[src/rtl/cc_pkg.sv]
package cc_pkg;
  typedef enum logic [1:0] {
    SQ_IDLE = 2'd0,
    SQ_WAIT = 2'd1,
    SQ_SEND = 2'd2
  } seq_state_t;

  localparam int MODE_F1_BIT = 0;
  localparam int MODE_F2_BIT = 1;
  localparam int START_BITS  = 3;
endpackage

[src/rtl/cc_char_bank.sv]
module cc_char_bank #(
  parameter int CHAR_W  = 7,
  parameter int N_CHARS = 4,
  localparam int AW     = $clog2(N_CHARS)
) (
  input  logic                        clk,
  input  logic                        rst_n,
  input  logic                        wr_en,
  input  logic [AW-1:0]               wr_addr,
  input  logic [CHAR_W-1:0]           wr_data,
  input  logic                        vsync,
  output logic [N_CHARS*CHAR_W-1:0]   active_o
);
  logic [N_CHARS*CHAR_W-1:0] shadow_flat;

  for (genvar g = 0; g < N_CHARS; g++) begin : g_chr
    logic [CHAR_W-1:0] shadow_q;
    logic [CHAR_W-1:0] active_q;

    always_ff @(posedge clk or negedge rst_n) begin
      if (!rst_n) begin
        shadow_q <= '0;
      end else if (wr_en && (wr_addr == AW'(g))) begin
        shadow_q <= wr_data;
      end
    end

    always_ff @(posedge clk or negedge rst_n) begin
      if (!rst_n) begin
        active_q <= '0;
      end else if (vsync) begin
        active_q <= shadow_q;
      end
    end

    assign shadow_flat[g*CHAR_W +: CHAR_W] = shadow_q;
    assign active_o[g*CHAR_W +: CHAR_W]    = active_q;
  end

  // active set moves only on vsync, and then takes the shadow set
  p_active_stable_r3: assert property (@(posedge clk) disable iff (!rst_n)
    !vsync |=> $stable(active_o));
  p_active_load_r3: assert property (@(posedge clk) disable iff (!rst_n)
    vsync |=> (active_o == $past(shadow_flat)));
endmodule

[src/rtl/cc_bit_clock.sv]
module cc_bit_clock #(
  parameter int PER_NUM = 429,
  parameter int PER_DEN = 16,
  localparam int ACC_W  = $clog2(PER_NUM + PER_DEN) + 1
) (
  input  logic clk,
  input  logic rst_n,
  input  logic clr,
  input  logic adv,
  output logic tick
);
  localparam logic [ACC_W-1:0] NUM_L = ACC_W'(PER_NUM);
  localparam logic [ACC_W-1:0] DEN_L = ACC_W'(PER_DEN);

  logic [ACC_W-1:0] acc_q;
  logic [ACC_W-1:0] acc_sum;

  assign acc_sum = acc_q + DEN_L;
  assign tick    = adv && (acc_sum >= NUM_L);

  always_ff @(posedge clk or negedge rst_n) begin
    if (!rst_n) begin
      acc_q <= '0;
    end else if (clr) begin
      acc_q <= '0;
    end else if (adv) begin
      acc_q <= tick ? (acc_sum - NUM_L) : acc_sum;
    end
  end

  // remainder of the fractional bit period stays below one period
  p_acc_range_r7: assert property (@(posedge clk) disable iff (!rst_n)
    acc_q < NUM_L);
endmodule

[src/rtl/cc_line_seq.sv]
module cc_line_seq
  import cc_pkg::*;
#(
  parameter int LINE_W    = 10,
  parameter int CHAR_W    = 7,
  parameter int LINE_F1   = 21,
  parameter int LINE_F2   = 284,
  parameter int START_DLY = 140,
  parameter int RUNIN_CYC = 7,
  localparam int N_CHARS  = 4
) (
  input  logic                      clk,
  input  logic                      rst_n,
  input  logic                      pix_en,
  input  logic                      hsync_start,
  input  logic [LINE_W-1:0]         line_num,
  input  logic                      field2,
  input  logic [1:0]                mode,
  input  logic [N_CHARS*CHAR_W-1:0] chars,
  input  logic                      tick,
  output logic                      clr_acc,
  output logic                      adv_acc,
  output logic                      ovr_valid,
  output logic                      ovr_level
);
  localparam int RUNIN_BITS = 2 * RUNIN_CYC;
  localparam int OFF1       = RUNIN_BITS + START_BITS;
  localparam int OFF2       = OFF1 + CHAR_W + 1;
  localparam int FRAME_BITS = OFF2 + CHAR_W + 1;
  localparam int BIT_W      = $clog2(FRAME_BITS + 1);
  localparam int DLY_W      = $clog2(START_DLY + 1);
  localparam logic [LINE_W-1:0] F1_LINE  = LINE_W'(LINE_F1);
  localparam logic [LINE_W-1:0] F2_LINE  = LINE_W'(LINE_F2);
  localparam logic [DLY_W-1:0]  DLY_LAST = DLY_W'(START_DLY - 1);
  localparam logic [BIT_W-1:0]  BIT_LAST = BIT_W'(FRAME_BITS - 1);

  seq_state_t              state_q;
  logic [DLY_W-1:0]        dly_q;
  logic [BIT_W-1:0]        bit_q;
  logic [FRAME_BITS-1:0]   frame_q;
  logic [FRAME_BITS-1:0]   frame_d;
  logic [CHAR_W-1:0]       c1;
  logic [CHAR_W-1:0]       c2;
  logic                    hit_f1;
  logic                    hit_f2;
  logic                    trig;

  assign hit_f1 = !field2 && (line_num == F1_LINE) && mode[MODE_F1_BIT];
  assign hit_f2 =  field2 && (line_num == F2_LINE) && mode[MODE_F2_BIT];
  assign trig   = pix_en && hsync_start && (state_q == SQ_IDLE) && (hit_f1 || hit_f2);

  assign c1 = field2 ? chars[2*CHAR_W +: CHAR_W] : chars[0 +: CHAR_W];
  assign c2 = field2 ? chars[3*CHAR_W +: CHAR_W] : chars[CHAR_W +: CHAR_W];

  always_comb begin
    frame_d = '0;
    for (int i = 0; i < RUNIN_BITS; i++) begin
      frame_d[i] = ((i % 2) == 0);
    end
    frame_d[OFF1 - 1]           = 1'b1;
    frame_d[OFF1 +: CHAR_W]     = c1;
    frame_d[OFF1 + CHAR_W]      = ~^c1;
    frame_d[OFF2 +: CHAR_W]     = c2;
    frame_d[OFF2 + CHAR_W]      = ~^c2;
  end

  assign clr_acc = (state_q == SQ_WAIT);
  assign adv_acc = pix_en && (state_q == SQ_SEND);

  always_ff @(posedge clk or negedge rst_n) begin
    if (!rst_n) begin
      state_q   <= SQ_IDLE;
      dly_q     <= '0;
      bit_q     <= '0;
      frame_q   <= '0;
      ovr_valid <= 1'b0;
      ovr_level <= 1'b0;
    end else if (pix_en) begin
      case (state_q)
        SQ_IDLE: begin
          ovr_valid <= 1'b0;
          ovr_level <= 1'b0;
          if (trig) begin
            state_q <= SQ_WAIT;
            dly_q   <= DLY_W'(1);
            frame_q <= frame_d;
          end
        end
        SQ_WAIT: begin
          ovr_valid <= 1'b0;
          ovr_level <= 1'b0;
          if (dly_q == DLY_LAST) begin
            state_q <= SQ_SEND;
            bit_q   <= '0;
          end else begin
            dly_q <= dly_q + 1'b1;
          end
        end
        SQ_SEND: begin
          ovr_valid <= 1'b1;
          ovr_level <= frame_q[bit_q];
          if (tick) begin
            if (bit_q == BIT_LAST) begin
              state_q <= SQ_IDLE;
            end else begin
              bit_q <= bit_q + 1'b1;
            end
          end
        end
        default: state_q <= SQ_IDLE;
      endcase
    end
  end

  // outputs hold between sample enables; level low when not valid
  p_hold_between_samples_r8: assert property (@(posedge clk) disable iff (!rst_n)
    !pix_en |=> ($stable(ovr_valid) && $stable(ovr_level)));
  p_level_low_idle_r8: assert property (@(posedge clk) disable iff (!rst_n)
    !ovr_valid |-> !ovr_level);
  // the first override sample is the high half of the run-in
  p_runin_starts_high_r5: assert property (@(posedge clk) disable iff (!rst_n)
    $rose(ovr_valid) |-> ovr_level);
  // mode 00 never leaves idle
  p_mode_off_idle_r4: assert property (@(posedge clk) disable iff (!rst_n)
    (state_q == SQ_IDLE && mode == 2'b00) |=> (state_q == SQ_IDLE));
  // bit index never runs past the frame
  p_bit_range_r7: assert property (@(posedge clk) disable iff (!rst_n)
    bit_q <= BIT_LAST);
endmodule

[src/rtl/cc_line_encoder.sv]
module cc_line_encoder #(
  parameter int LINE_W    = 10,
  parameter int CHAR_W    = 7,
  parameter int LINE_F1   = 21,
  parameter int LINE_F2   = 284,
  parameter int START_DLY = 140,
  parameter int PER_NUM   = 429,
  parameter int PER_DEN   = 16,
  parameter int RUNIN_CYC = 7
) (
  input  logic              clk,
  input  logic              rst_n,
  input  logic              pix_en,
  input  logic              hsync_start,
  input  logic [LINE_W-1:0] line_num,
  input  logic              field2,
  input  logic              vsync_pulse,
  input  logic [1:0]        cc_mode,
  input  logic              chr_wr_en,
  input  logic [1:0]        chr_wr_addr,
  input  logic [CHAR_W-1:0] chr_wr_data,
  output logic              ovr_valid,
  output logic              ovr_level
);
  localparam int N_CHARS = 4;

  logic [N_CHARS*CHAR_W-1:0] active_chars;
  logic clr_acc;
  logic adv_acc;
  logic bit_tick;

  cc_char_bank #(
    .CHAR_W (CHAR_W),
    .N_CHARS(N_CHARS)
  ) u_bank (
    .clk     (clk),
    .rst_n   (rst_n),
    .wr_en   (chr_wr_en),
    .wr_addr (chr_wr_addr),
    .wr_data (chr_wr_data),
    .vsync   (vsync_pulse),
    .active_o(active_chars)
  );

  cc_bit_clock #(
    .PER_NUM(PER_NUM),
    .PER_DEN(PER_DEN)
  ) u_bclk (
    .clk  (clk),
    .rst_n(rst_n),
    .clr  (clr_acc),
    .adv  (adv_acc),
    .tick (bit_tick)
  );

  cc_line_seq #(
    .LINE_W   (LINE_W),
    .CHAR_W   (CHAR_W),
    .LINE_F1  (LINE_F1),
    .LINE_F2  (LINE_F2),
    .START_DLY(START_DLY),
    .RUNIN_CYC(RUNIN_CYC)
  ) u_seq (
    .clk        (clk),
    .rst_n      (rst_n),
    .pix_en     (pix_en),
    .hsync_start(hsync_start),
    .line_num   (line_num),
    .field2     (field2),
    .mode       (cc_mode),
    .chars      (active_chars),
    .tick       (bit_tick),
    .clr_acc    (clr_acc),
    .adv_acc    (adv_acc),
    .ovr_valid  (ovr_valid),
    .ovr_level  (ovr_level)
  );
endmodule

[config.mk]
export PLATFORM = sky130hd
export DESIGN_NAME = cc_line_encoder
export DESIGN_NICKNAME = d
export VERILOG_FILES = /design/src/rtl/cc_pkg.sv /design/src/rtl/cc_char_bank.sv /design/src/rtl/cc_bit_clock.sv /design/src/rtl/cc_line_seq.sv /design/src/rtl/cc_line_encoder.sv
export SDC_FILE = /design/constraint.sdc
export NUM_CORES = 1
export LEC_CHECK = 0
export ABC_AREA = 1
export BUFFER_PORTS_ARGS = -buffer_cell sky130_fd_sc_hd__buf_4
export CAP_MARGIN = 20
export CORE_MARGIN = 2
export CORE_UTILIZATION = 45
export CTS_CLUSTER_SIZE = 8
export DETAILED_ROUTE_END_ITERATION = 10
export SYNTH_ARGS = -nofsm -noshare
export SYNTH_HDL_FRONTEND = slang
export SYNTH_SLANG_ARGS = --single-unit
[constraint.sdc]
create_clock -name clk -period 1.8 [get_ports clk]
set_clock_uncertainty 0.1 [all_clocks]
set_input_delay 0.18 -clock clk [delete_from_list [all_inputs] [get_ports clk]]
set_output_delay 0.18 -clock clk [all_outputs]
set_load 0.02 [all_outputs]
# After elaboration in Yosys (flattened, before gate mapping)

Index checks and enable logic that the tools add are counted.

Add/sub/neg operators: 4
Magnitude comparators: 2
Equality and inequality tests: 15
Mux-type cells: 21
Reductions and logical operators: 29

Operators with widths:

| cell                                                                                 | count |
|---|---|
| 10-bit 2-to-1 mux                                                                    | 3 |
| 6-bit 2-to-1 mux                                                                     | 3 |
| 8-bit 2-to-1 mux                                                                     | 2 |
| 8-bit case mux with 2 select lines                                                   | 1 |
| 7-bit 2-to-1 mux                                                                     | 2 |
| 7-bit XNOR reduction                                                                 | 2 |
| 1-bit logical AND                                                                    | 13 |
| 6-bit case mux with 2 select lines                                                   | 1 |
| 10-bit by 5-bit adder with 10-bit output, second input constant                      | 1 |
| 10-bit by 5-bit equality test with 1-bit output, second input constant               | 1 |
| 10-bit by 9-bit equality test with 1-bit output, second input constant               | 1 |
| 10-bit by 9-bit greater-or-equal comparator with 1-bit output, second input constant | 1 |
| 5-bit AND reduction                                                                  | 2 |
| 10-bit by 9-bit subtractor with 10-bit output, second input constant                 | 1 |
| 8-bit by 1-bit adder with 8-bit output, second input constant                        | 1 |
| 8-bit equality test, second input constant                                           | 1 |
| 2-bit 2-to-1 mux                                                                     | 4 |
| 2-bit != test, second input constant                                                 | 4 |
| 2-bit nonzero test                                                                   | 4 |
| 6-bit by 7-bit < comparator with 1-bit output, second input constant                 | 1 |
| 6-bit by 1-bit adder with 6-bit output, second input constant                        | 1 |
| 1-bit binary-select mux with 6-bit select                                            | 1 |
| 2-bit equality test, second input constant                                           | 3 |
| 6-bit equality test, second input constant                                           | 1 |
| 12 further kinds                                                                     | 16 |

Bits in registers: 108
Output and inout port bits: 2

# Logic depth before layout (Yosys ltp)

Gate-level depths: netlist (run 1).

Depth after elaboration: 7
Mapped depth: 13
Mapped depth without buffers: 13

# Hierarchy

From an unflattened synthesis (run 1), not the netlist that was laid out.

Cells, all modules: 710
Area total of the unflattened synthesis: 5,495.3 um^2

Modules (own cells, without submodules):

| module       | instances | cells each | area an instance (um^2) | seq. area each (um^2) |
|---|---|---|---|---|
| cc_line_seq  | 1         | 333        | 2,282.2                 | 875.8 |
| cc_char_bank | 1         | 244        | 2,245.9                 | 1,401.3 |
| cc_bit_clock | 1         | 133        | 967.2                   | 250.2 |

# Worst setup path after synthesis (run 1)

No wires, ideal clock.

Path kind: reg-to-reg
Start: reg u_seq.bit_q[0]
End: reg u_seq.state_q[0]
Library setup time: 0.120 ns
Arrival: 1.656 ns
Data required time: 1.580 ns
Slack: -0.075 ns
Cell stages (with the launch flop): 11
Path buffers: 1
Cells stage by stage: dfrtp_1 > inv_1 > clkbuf_1 > ha_1 > nand3_1 > o21ai_1 > nand2_1 > a21oi_1 > nand3_2 > nand2_1 > nand2_1

Word-level cells in the longest chain between the ends: 3

RTL lines:

| element                              | line               | RTL |
|---|---|---|
| start: declaration                   | cc_line_seq.sv:39  | `logic [BIT_W-1:0] bit_q;` |
| start signal: assignment             | cc_line_seq.sv:106 | `bit_q <= bit_q + 1'b1;` |
| 6-bit equality test                  | cc_line_seq.sv:103 | `if (bit_q == BIT_LAST) begin` |
| 2-bit != test (no source line)       | -                  |  |
| 5-bit AND reduction (no source line) | -                  |  |
| end signal: assignment               | cc_line_seq.sv:93  | `state_q <= SQ_SEND;` |
| end signal: assignment               | cc_line_seq.sv:104 | `state_q <= SQ_IDLE;` |
| end signal: assignment               | cc_line_seq.sv:110 | `default: state_q <= SQ_IDLE;` |
| end: declaration                     | cc_line_seq.sv:37  | `seq_state_t state_q;` |

Every way passes these cells.
A chain may end at the register's enable or synchronous reset.

# Worst setup path in the final report (run 1)

Start: reg u_bclk.acc_q[4]
End: reg u_seq.bit_q[4]

Word-level cells in the longest chain between the ends: 5

RTL lines:

| element                                                       | line               | RTL |
|---|---|---|
| start: declaration                                            | cc_bit_clock.sv:15 | `logic [ACC_W-1:0] acc_q;` |
| start signal: assignment                                      | cc_bit_clock.sv:27 | `acc_q <= tick ? (acc_sum - NUM_L) : acc_sum;` |
| 10-bit by 5-bit adder with 10-bit output                      | cc_bit_clock.sv:18 | `assign acc_sum = acc_q + DEN_L;` |
| 10-bit by 9-bit greater-or-equal comparator with 1-bit output | cc_bit_clock.sv:19 | `assign tick = adv && (acc_sum >= NUM_L);` |
| 1-bit logical AND                                             | cc_bit_clock.sv:19 |  |
| 2-bit != test (no source line)                                | -                  |  |
| 5-bit AND reduction (no source line)                          | -                  |  |

Every way passes these cells.

==> summary.md, run 1 <==
| Metric | Value |
|---|---|
| Status | `complete, but fails checks` |
| Violations in the final reports | `negative setup slack` |
| Share of the yosys chip area belonging to registers | `48.70%` |
| Number of nets with antenna violations after routing | `0` |
| Synthesized-area fraction occupied by ao, oa, aoi and oai cells | `between 10% and 20%` |
| Largest net degree at the start of global routing | `slightly below 50` |
| TritonCTS clock tree | `done` |
| Min-Delay Path Depth | `3` |
| Flop pwr share | `between 40 and 50%` |
| Xor-xnor portion of the synthesized cell area | `~2.4%` |
| Number of warning messages in the yosys log | `0` |
| VDD IR-drop max | `between 0.7 and 0.8 mV` |
| Setup Crit Path Kind | `register to register` |
| Hold Worst Slack | `between 0.02 and 0.03 ns` |
| Leftover overflow at the end of global routing | `0` |
| Cell area after synthesis | `around 0.0052 sq mm` |
| Number of buffers on the longest clock path | `2` |
| Endpoint with the worst hold slack | `u_bank.g_chr[3].shadow_q[4]` |
| RSZ-0062 raised after global routing | `true` |
| Violation count after the first detailed-routing iteration | `337` |
| Number of standard cells after synthesis | `between 600 and 700` |
| Reg-to-reg setup timing slack | `-0.003 ns` |
| Post-synth cell types | `37` |
| Worst EP required | `2.00 ns` |
| Area fraction of the dominant cell type after synthesis | `48.70%` |
| Achievable Freq | `554.8 MHz` |
| Switching part of the total | `between 20% and 30%` |
| Detailed-route wire length | `around 11,000 um` |
| Area added between synthesis and finish | `18.73%` |
| Total track usage | `18.14%` |
| Launch instance of the worst register-to-register path | `u_bclk.acc_q[4]` |
| Path type of the worst min-delay path | `input port to register` |
| Worst slew pin tran | `~0.57 ns` |
| Startpoint of the worst hold path | `chr_wr_data[4]` |
| Post-DR vias/cell | `around 5.0` |
| Leakage | `just under 0.003 uW` |
| Worst max-slew margin expressed relative to the limit | `62.08%` |
| Core footprint | `roughly 0.011 sq mm` |
| HPWL reported at the end of detailed placement | `approximately 7500 um` |
| Seq cells post-synth | `approximately 100` |
| Dominant cells by area after synthesis | `dfrtp_1, nand2_1, o21ai_0` |
| Final setup slack of the worst path | `-0.002554 ns` |
| Number of slew-limit violations in the final report | `0` |
| Per-instance average area after synthesis | `8.186 sq um` |
| Horizontal die dimension | `roughly 110 um` |
| Number of failing setup endpoints in the final timing report | `1` |
| Effective utilization at floorplan | `45.84%` |
| Largest family of logic cells by synthesized area | `simple AND/OR/NAND/NOR gates` |
| Post-route total power | `5777 uW` |
| Antenna violations before repair | `0` |
| H-tree level count | `3` |
| Ant diodes | `0` |
| Buffer type at the clock tree root | `clkbuf_16` |
| Power density over the cells | `937.5 mW/mm^2` |
| Net count of the mapped netlist | `670` |
| Layout cell share with drive strength beyond 1 | `between 20 and 25%` |
| Setup WS pre-CTS | `-0.003555 ns` |
| Max-capacitance violation count | `0` |
| Peak fanout along the critical path | `8` |
| Initial DRT Pass Iterations | `5` |
| Crit path capture type | `register` |
| DRC Markers | `0` |
| Standard-cell rows | `39` |
| Final period utilization | `100.1%` |
| Total CTS buffers | `9` |
| Total negative slack for setup checks | `-0.002554 ns` |
| Library cell occupying the most area in the post-synthesis netlist | `dfrtp_1` |
| Synthesized-area fraction occupied by adder cells | `1.929%` |
| Sink Count | `between 100 and 150` |
| Depth of the worst register-to-register path | `12` |
| Synth Area in Simple Gates | `about a quarter` |
| Switching component of the power | `about 1700 uW` |
| Power share of the combinational group | `approximately a fifth` |
| Via count of the first global-routing pass | `~4,000` |
| Minimum clock period after layout | `1.803 ns` |
| Reg-to-reg critical path endpoint | `u_seq.bit_q[4]` |
| Gp weighted congestion | `about 0.86` |
| Final hold violation count | `0` |
| Share of power burned in the clock network | `34.0%` |
| Worst-Skew Late Latency | `between 0.3 and 0.4 ns` |
| Die Outline Area | `0.01241 sq mm` |
| Startpoint type of the worst setup path | `register` |
| Post-route core utilization | `between 50% and 60%` |
| Boundary Pins | `30` |
| Fraction of synthesized area in multiplexers | `between 3 and 4%` |
| Net count, final | `about 720` |
| Vertical die dimension | `between 100 and 150 um` |
| Design internal power | `4088 uW` |
| Number of port buffers | `29` |
| Wire length per cell | `~13 um` |
| Global-route wire length before repair | `approximately 18,000 um` |
| Arrival time of the worst setup path | `around 2 ns` |
| Clock edge transition at the registers on the reported setup and hold paths | `approximately 0.07 ns` |
| Number of filler cells placed in the layout | `~1,100` |
| DR vias | `4,197` |
==> cells in the final DEF, fill, tap and decap left out, types with 2 or more instances in the layout <==
| cell | count |
|---|---|
| nand3b_1 | 5 |
| o21ai_1 | 3 |
| o21ai_0 | 75 |
| nand2_4 | 3 |
| nor2_2 | 3 |
| ha_1 | 4 |
| nor2_1 | 20 |
| buf_4 | 59 |
| nand3_2 | 4 |
| nand2_1 | 188 |
| nand4_1 | 14 |
| o31ai_1 | 4 |
| dfrtp_1 | 99 |
| ha_4 | 4 |
| xnor2_1 | 6 |
| nand3_1 | 44 |
| nand2_2 | 9 |
| inv_6 | 3 |
| a21oi_1 | 7 |
| dfrtp_2 | 2 |
| inv_2 | 11 |
| inv_1 | 64 |
| xor2_1 | 8 |
| o22ai_1 | 2 |
| nor2_4 | 3 |
| or2_2 | 2 |
| nor3_1 | 3 |
| buf_12 | 2 |
| clkbuf_16 | 9 |
| mux2_2 | 14 |
| nand2_8 | 2 |
==> cell usage after synthesis (all sizes together) <==
master and instances:
ha 8, inv 75, mux2 14, nand3 49, nand2 201, nor3 3, nand3b 5, o22ai 2
xor2 8, nand2b 1, nor2 26, nand4 14, xnor2 6, buf 12, a21oi 9, clkbuf 10
or2 3, and2 1, o31ai 5, o21a 1, dfrtp 101, o41ai 1, o21ai 79
==> power groups by stage <==
stage                     registers [uW]  clock network (uW)  logic (uW)
after detailed placement            2740                   0        1060
after global placement              2730                   0        1040
after floorplan                     2710                   0         720
after CTS                           2690                2020        1080
after global routing                2740                2100        1270
final                               2700                1970        1110
==> registers in the layout (all words and copies together) (netlist names) <==
register / flops
u_seq.ovr_level: 1
u_seq.state_q: 2
u_seq.dly_q: 8
u_seq.ovr_valid: 1
u_bclk.acc_q: 10
u_bank.g_chr.active_q: 28
u_bank.g_chr.shadow_q: 28
u_seq.bit_q: 6
u_seq.frame_q: 17
==> final cells by class <==
type                            count  area, sq um  area share (%)
Clock inverter                      6        68.82           1.117
Tap cell                          143        178.9           2.904
Clock buffer                        9        225.2           3.655
Inverter                           75        281.5           4.569
Timing Repair Buffer               63        504.2           8.183
Multi-Input combinational cell    437         2374           38.52
Sequential cell                   101         2530           41.06
==> per-layer routing <==
layer / wire [um] / GRT usage, % / up-vias / share of wire, %
met1: 4961 / 21.74 / 1965 / 46
met3: 384 / 4.899 / 18 / 3.5
li1: - / - / 2149 / -
met5: 0 / 0 / - / 0
met2: 5324 / 31.30 / 65 / 49
met4: 212 / 6.996 / 0 / 1.9
==> worst max-delay path by stage <==
stage,cells past startpoint,slack [ns],to,start
2_1_floorplan,12,0.04,u_seq.bit_q[3],u_bclk.acc_q[4]
3_3_place_gp,8,0.06,u_seq.dly_q[4],u_seq.dly_q[0]
3_5_place_dp,8,-0.004,u_seq.dly_q[4],u_seq.dly_q[0]
4_1_cts,8,0.002,u_seq.dly_q[4],u_seq.dly_q[0]
5_1_grt,12,-0.1,u_seq.bit_q[3],u_bclk.acc_q[4]
6_report,12,-0.003,u_seq.bit_q[4],u_bclk.acc_q[4]
==> stage by stage <==
| step | instances | instance area [sq um] |
|---|---|---|
| after floorplan | 634 | 5191 |
| after global placement | 811 | 5704 |
| after detailed placement | 811 | 5704 |
| after CTS | 827 | 6008 |
| after global routing | 834 | 6162 |
| final | 834 | 6162 |
==> kinds of logic (layout without fill, tap and decap cells) <==
logic type	after synthesis	after routing
AND/OR/NAND/NOR	303	304
flip-flops	101	101
AO/OA/AOI/OAI	97	97
buffers and inverters	97	153
XOR/XNOR	14	14
multiplexers	14	14
adder cells (fa/ha/maj)	8	8
==> worst max-delay path: stages (launching register included) <==
cell	delay (ns)
dfrtp_2	0.44
ha_4	0.17
nand3_2	0.08
nand2_2	0.09
nand2_2	0.07
nor2_4	0.12
nand2_2	0.07
nand2_4	0.11
nand2_8	0.09
buf_4	0.15
nand2_4	0.07
nand4_1	0.09
nand2_2	0.09
==> repair_timing <==
item                                    in CTS  in global routing
hold endpoints to repair                    53                  0
endpoints found under the setup margin       0                 26
gates resized for setup                      0                 30
hold buffers                                 1                  0
setup buffers                                0                  6
Power figures use the tool's default switching activity.
==> run 2: changes to the inputs <==
--- a/config.mk
+++ b/config.mk
@@ -10,8 +10,10 @@
 export CAP_MARGIN = 20
 export CORE_MARGIN = 2
 export CORE_UTILIZATION = 45
+export CTS_BUF_LIST = sky130_fd_sc_hd__clkbuf_4
 export CTS_CLUSTER_SIZE = 8
 export DETAILED_ROUTE_END_ITERATION = 10
+export SLEW_MARGIN = 0
 export SYNTH_ARGS = -nofsm -noshare
 export SYNTH_HDL_FRONTEND = slang
 export SYNTH_SLANG_ARGS = --single-unit
==> run 2 against run 1 <==
The run now ends clean. Power fell by 13%. Highest routed layer unchanged. Worst hold slack improved by 0.017 ns. Clock power fell by 38%. Utilization fell by 0.40 points. Count of clock-buffer cells in the layout did not move. Wire length fell by 0.50%. Sequential power barely moved. Non-clock buffer count rose by 8. Sequential share of layout area rose by 0.30 points. Sequential cell count did not move. Register-to-register slack barely moved. Die area did not move.
==> summary.md, run 2 (synthesis results as in run 1) <==
| Metric | Value |
|---|---|
| Leftover overflow at the end of global routing | `0` |
| Horizontal die dimension | `~110 um` |
| Startpoint type of the worst setup path | `register` |
| Reg-to-reg setup timing slack | `slightly above 0.002 ns` |
| Crit path capture type | `register` |
| Standard-cell rows | `39` |
| Peak fanout along the critical path | `8` |
| Buffers and inverters on the worst path | `1` |
| VDD IR-drop max | `approximately 0.65 mV` |
| Status | `completed` |
| Power density over the cells | `approximately 830 mW/mm^2` |
| Number of port buffers | `29` |
| Setup crit start | `u_bclk.acc_q[4]` |
| DR vias | `about 4,200` |
| Post-route total power | `between 5000 and 6000 uW` |
| Number of failing setup endpoints in the final timing report | `0` |
| Depth of the worst register-to-register path | `12` |
| Worst-path cell with the longest stage delay | `dfrtp_2` |
| Wire length per cell | `around 13 um` |
| Area added between synthesis and finish | `17.86%` |
| Footprint of the multi-input gates | `around 0.0024 sq mm` |
| Number of slew-limit violations in the final report | `0` |
| Max-capacitance violation count | `0` |
| Number of nets with antenna violations after routing | `0` |
| RSZ-0062 raised after global routing | `true` |
| H-tree level count | `3` |
| Worst-Skew Late Latency | `0.47 ns` |
| Layout cell share with drive strength beyond 1 | `roughly a fifth` |
| Dominant delay contributor by cell family on the critical path | `simple AND/OR/NAND/NOR gates` |
| DRC Markers | `0` |
| Worst slew pin tran | `between 0.5 and 0.6 ns` |
| Ant diodes | `0` |
| Leakage | `approximately 0.0029 uW` |
| Sink Count | `101` |
| Minimum clock period after layout | `1.798 ns` |
| Logic depth of the worst setup path including buffers | `12` |
| FF+latch area | `between 0.002 and 0.003 sq mm` |
| Vertical die dimension | `about 110 um` |
| Boundary Pins | `30` |
| Most used cells in the layout excluding fill and tap cells | `nand2_1, dfrtp_1, o21ai_0, inv_1, buf_4` |
| Largest net degree at the start of global routing | `49` |
| Global-route wire length before repair | `18,320 um` |
| Post-route core utilization | `roughly 54%` |
| Reg-to-reg critical path endpoint | `u_seq.bit_q[4]` |
| Number of filler cells placed in the layout | `about 1,100` |
| Crit-path most repeated cell | `nand2_2` |
| Path type of the worst min-delay path | `input port to register` |
| Buffer type at the clock tree root | `clkbuf_4` |
| Most common library cell in the layout ignoring fill and taps | `nand2_1` |
| Via count of the first global-routing pass | `around 4,100` |
| Effective utilization at floorplan | `between 40 and 50%` |
| Setup Crit Path Kind | `register to register` |
| Achievable Freq | `556.2 MHz` |
| Violation count after the first detailed-routing iteration | `between 200 and 300` |
| Final period utilization | `around 100%` |
| TritonCTS clock tree | `done` |
| Final hold violation count | `0` |
| Core footprint | `between 0.01 and 0.015 sq mm` |
| Initial DRT Pass Iterations | `4` |
| Worst max-slew margin expressed relative to the limit | `~63%` |
| Die Outline Area | `between 0.01 and 0.015 sq mm` |
| Post-DR vias/cell | `5.043` |
| Gp weighted congestion | `approximately 0.86` |
| Antenna violations before repair | `0` |
| HPWL reported at the end of detailed placement | `approximately 7500 um` |
| Number of buffers on the longest clock path | `2` |
| Detailed-route wire length | `between 10,000 and 15,000 um` |
| Registers with the most flip-flops | `u_bank.g_chr.active_q (28), u_bank.g_chr.shadow_q (28), u_seq.frame_q (17)` |
| Net count, final | `around 730` |
| Worst EP required | `approximately 2.1 ns` |
| Clock edge transition at the registers on the reported setup and hold paths | `~0.16 ns` |
| Capture point of the worst path | `u_seq.bit_q[4]` |
| Total track usage | `roughly 18%` |
| Arrival time of the worst setup path | `about 2.1 ns` |
| Max incr delay on CP | `0.47 ns` |
| Launch instance of the worst register-to-register path | `u_bclk.acc_q[4]` |
| Ordered list of cells on the worst path | `ha_4, nand3_2, nand2_2, nand2_2, nor2_4, nand2_2, nand2_4, nand2_8, buf_4, nand2_4, nand4_1, nand2_2` |
| Total CTS buffers | `9` |
run 2: changes by cell type in the layout (fill, tap and decap cells not counted), sizes merged:
cell and change:
dlygate4sd3 +8
run 2: worst min-delay path: stages:
cell     delay (ns)
buf_4          0.24
nand2_1        0.10
o21ai_0        0.07
run 2: worst min-delay path by stage:
stage | endpoint | from | depth (start not counted)
after floorplan | u_bank.g_chr[0].active_q[0] | rst_n | 0
after global placement | u_seq.state_q[0] | rst_n | 1
after detailed placement | u_seq.state_q[0] | rst_n | 1
after CTS | u_bank.g_chr[1].active_q[2] | vsync_pulse | 3
after global routing | u_bank.g_chr[1].active_q[2] | vsync_pulse | 3
final | u_bank.g_chr[1].active_q[2] | vsync_pulse | 3
run 2: cell type report:
class	instances	share of cell area, %
Multi-Input combinational cell	437	39.33
Clock buffer	9	1.105
Tap cell	143	2.925
Clock inverter	6	1.125
Sequential cell	101	41.36
Inverter	75	4.602
Timing Repair Buffer	71	9.552
run 2: metal layers:
| layer | global-route usage [%] | wire length, um | vias up |
|---|---|---|---|
| li1 | - | - | 2164 |
| met1 | 21.57 | 4899 | 1993 |
| met2 | 31.18 | 5381 | 75 |
| met3 | 5.879 | 365 | 14 |
| met4 | 4.774 | 182 | 0 |
| met5 | 0 | 0 | - |
run 2: repair_timing:
action / 4_1_cts / 5_1_grt
resized for setup: 2 / 35
cloned: 0 / 1
hold buffers: 9 / 0
pin swaps: 0 / 14
hold endpoints to repair: 131 / 0
buffers inserted: 0 / 6
setup endpoints to repair: 3 / 20
run 2: metrics by stage:
step                      hold WS [ns]  cells    TNS, ns  worst slack (ns)  instance area (sq um)
after floorplan                -0.2156    634          0           0.03704                   5191
after global placement         0.02739    811          0           0.05598                   5704
after detailed placement       0.03362    811  -0.003555         -0.003555                   5704
after CTS                   0.00004102    835          0           0.01207                   5936
after global routing           0.01917    842    -0.8175          -0.09490                   6117
final                          0.04635    842          0          0.002055                   6117
run 2: where the power goes:
part	switching, uW	total, uW	internal, uW
registers	157	2700	2550
logic	656	1130	472
clock network	794	1220	429
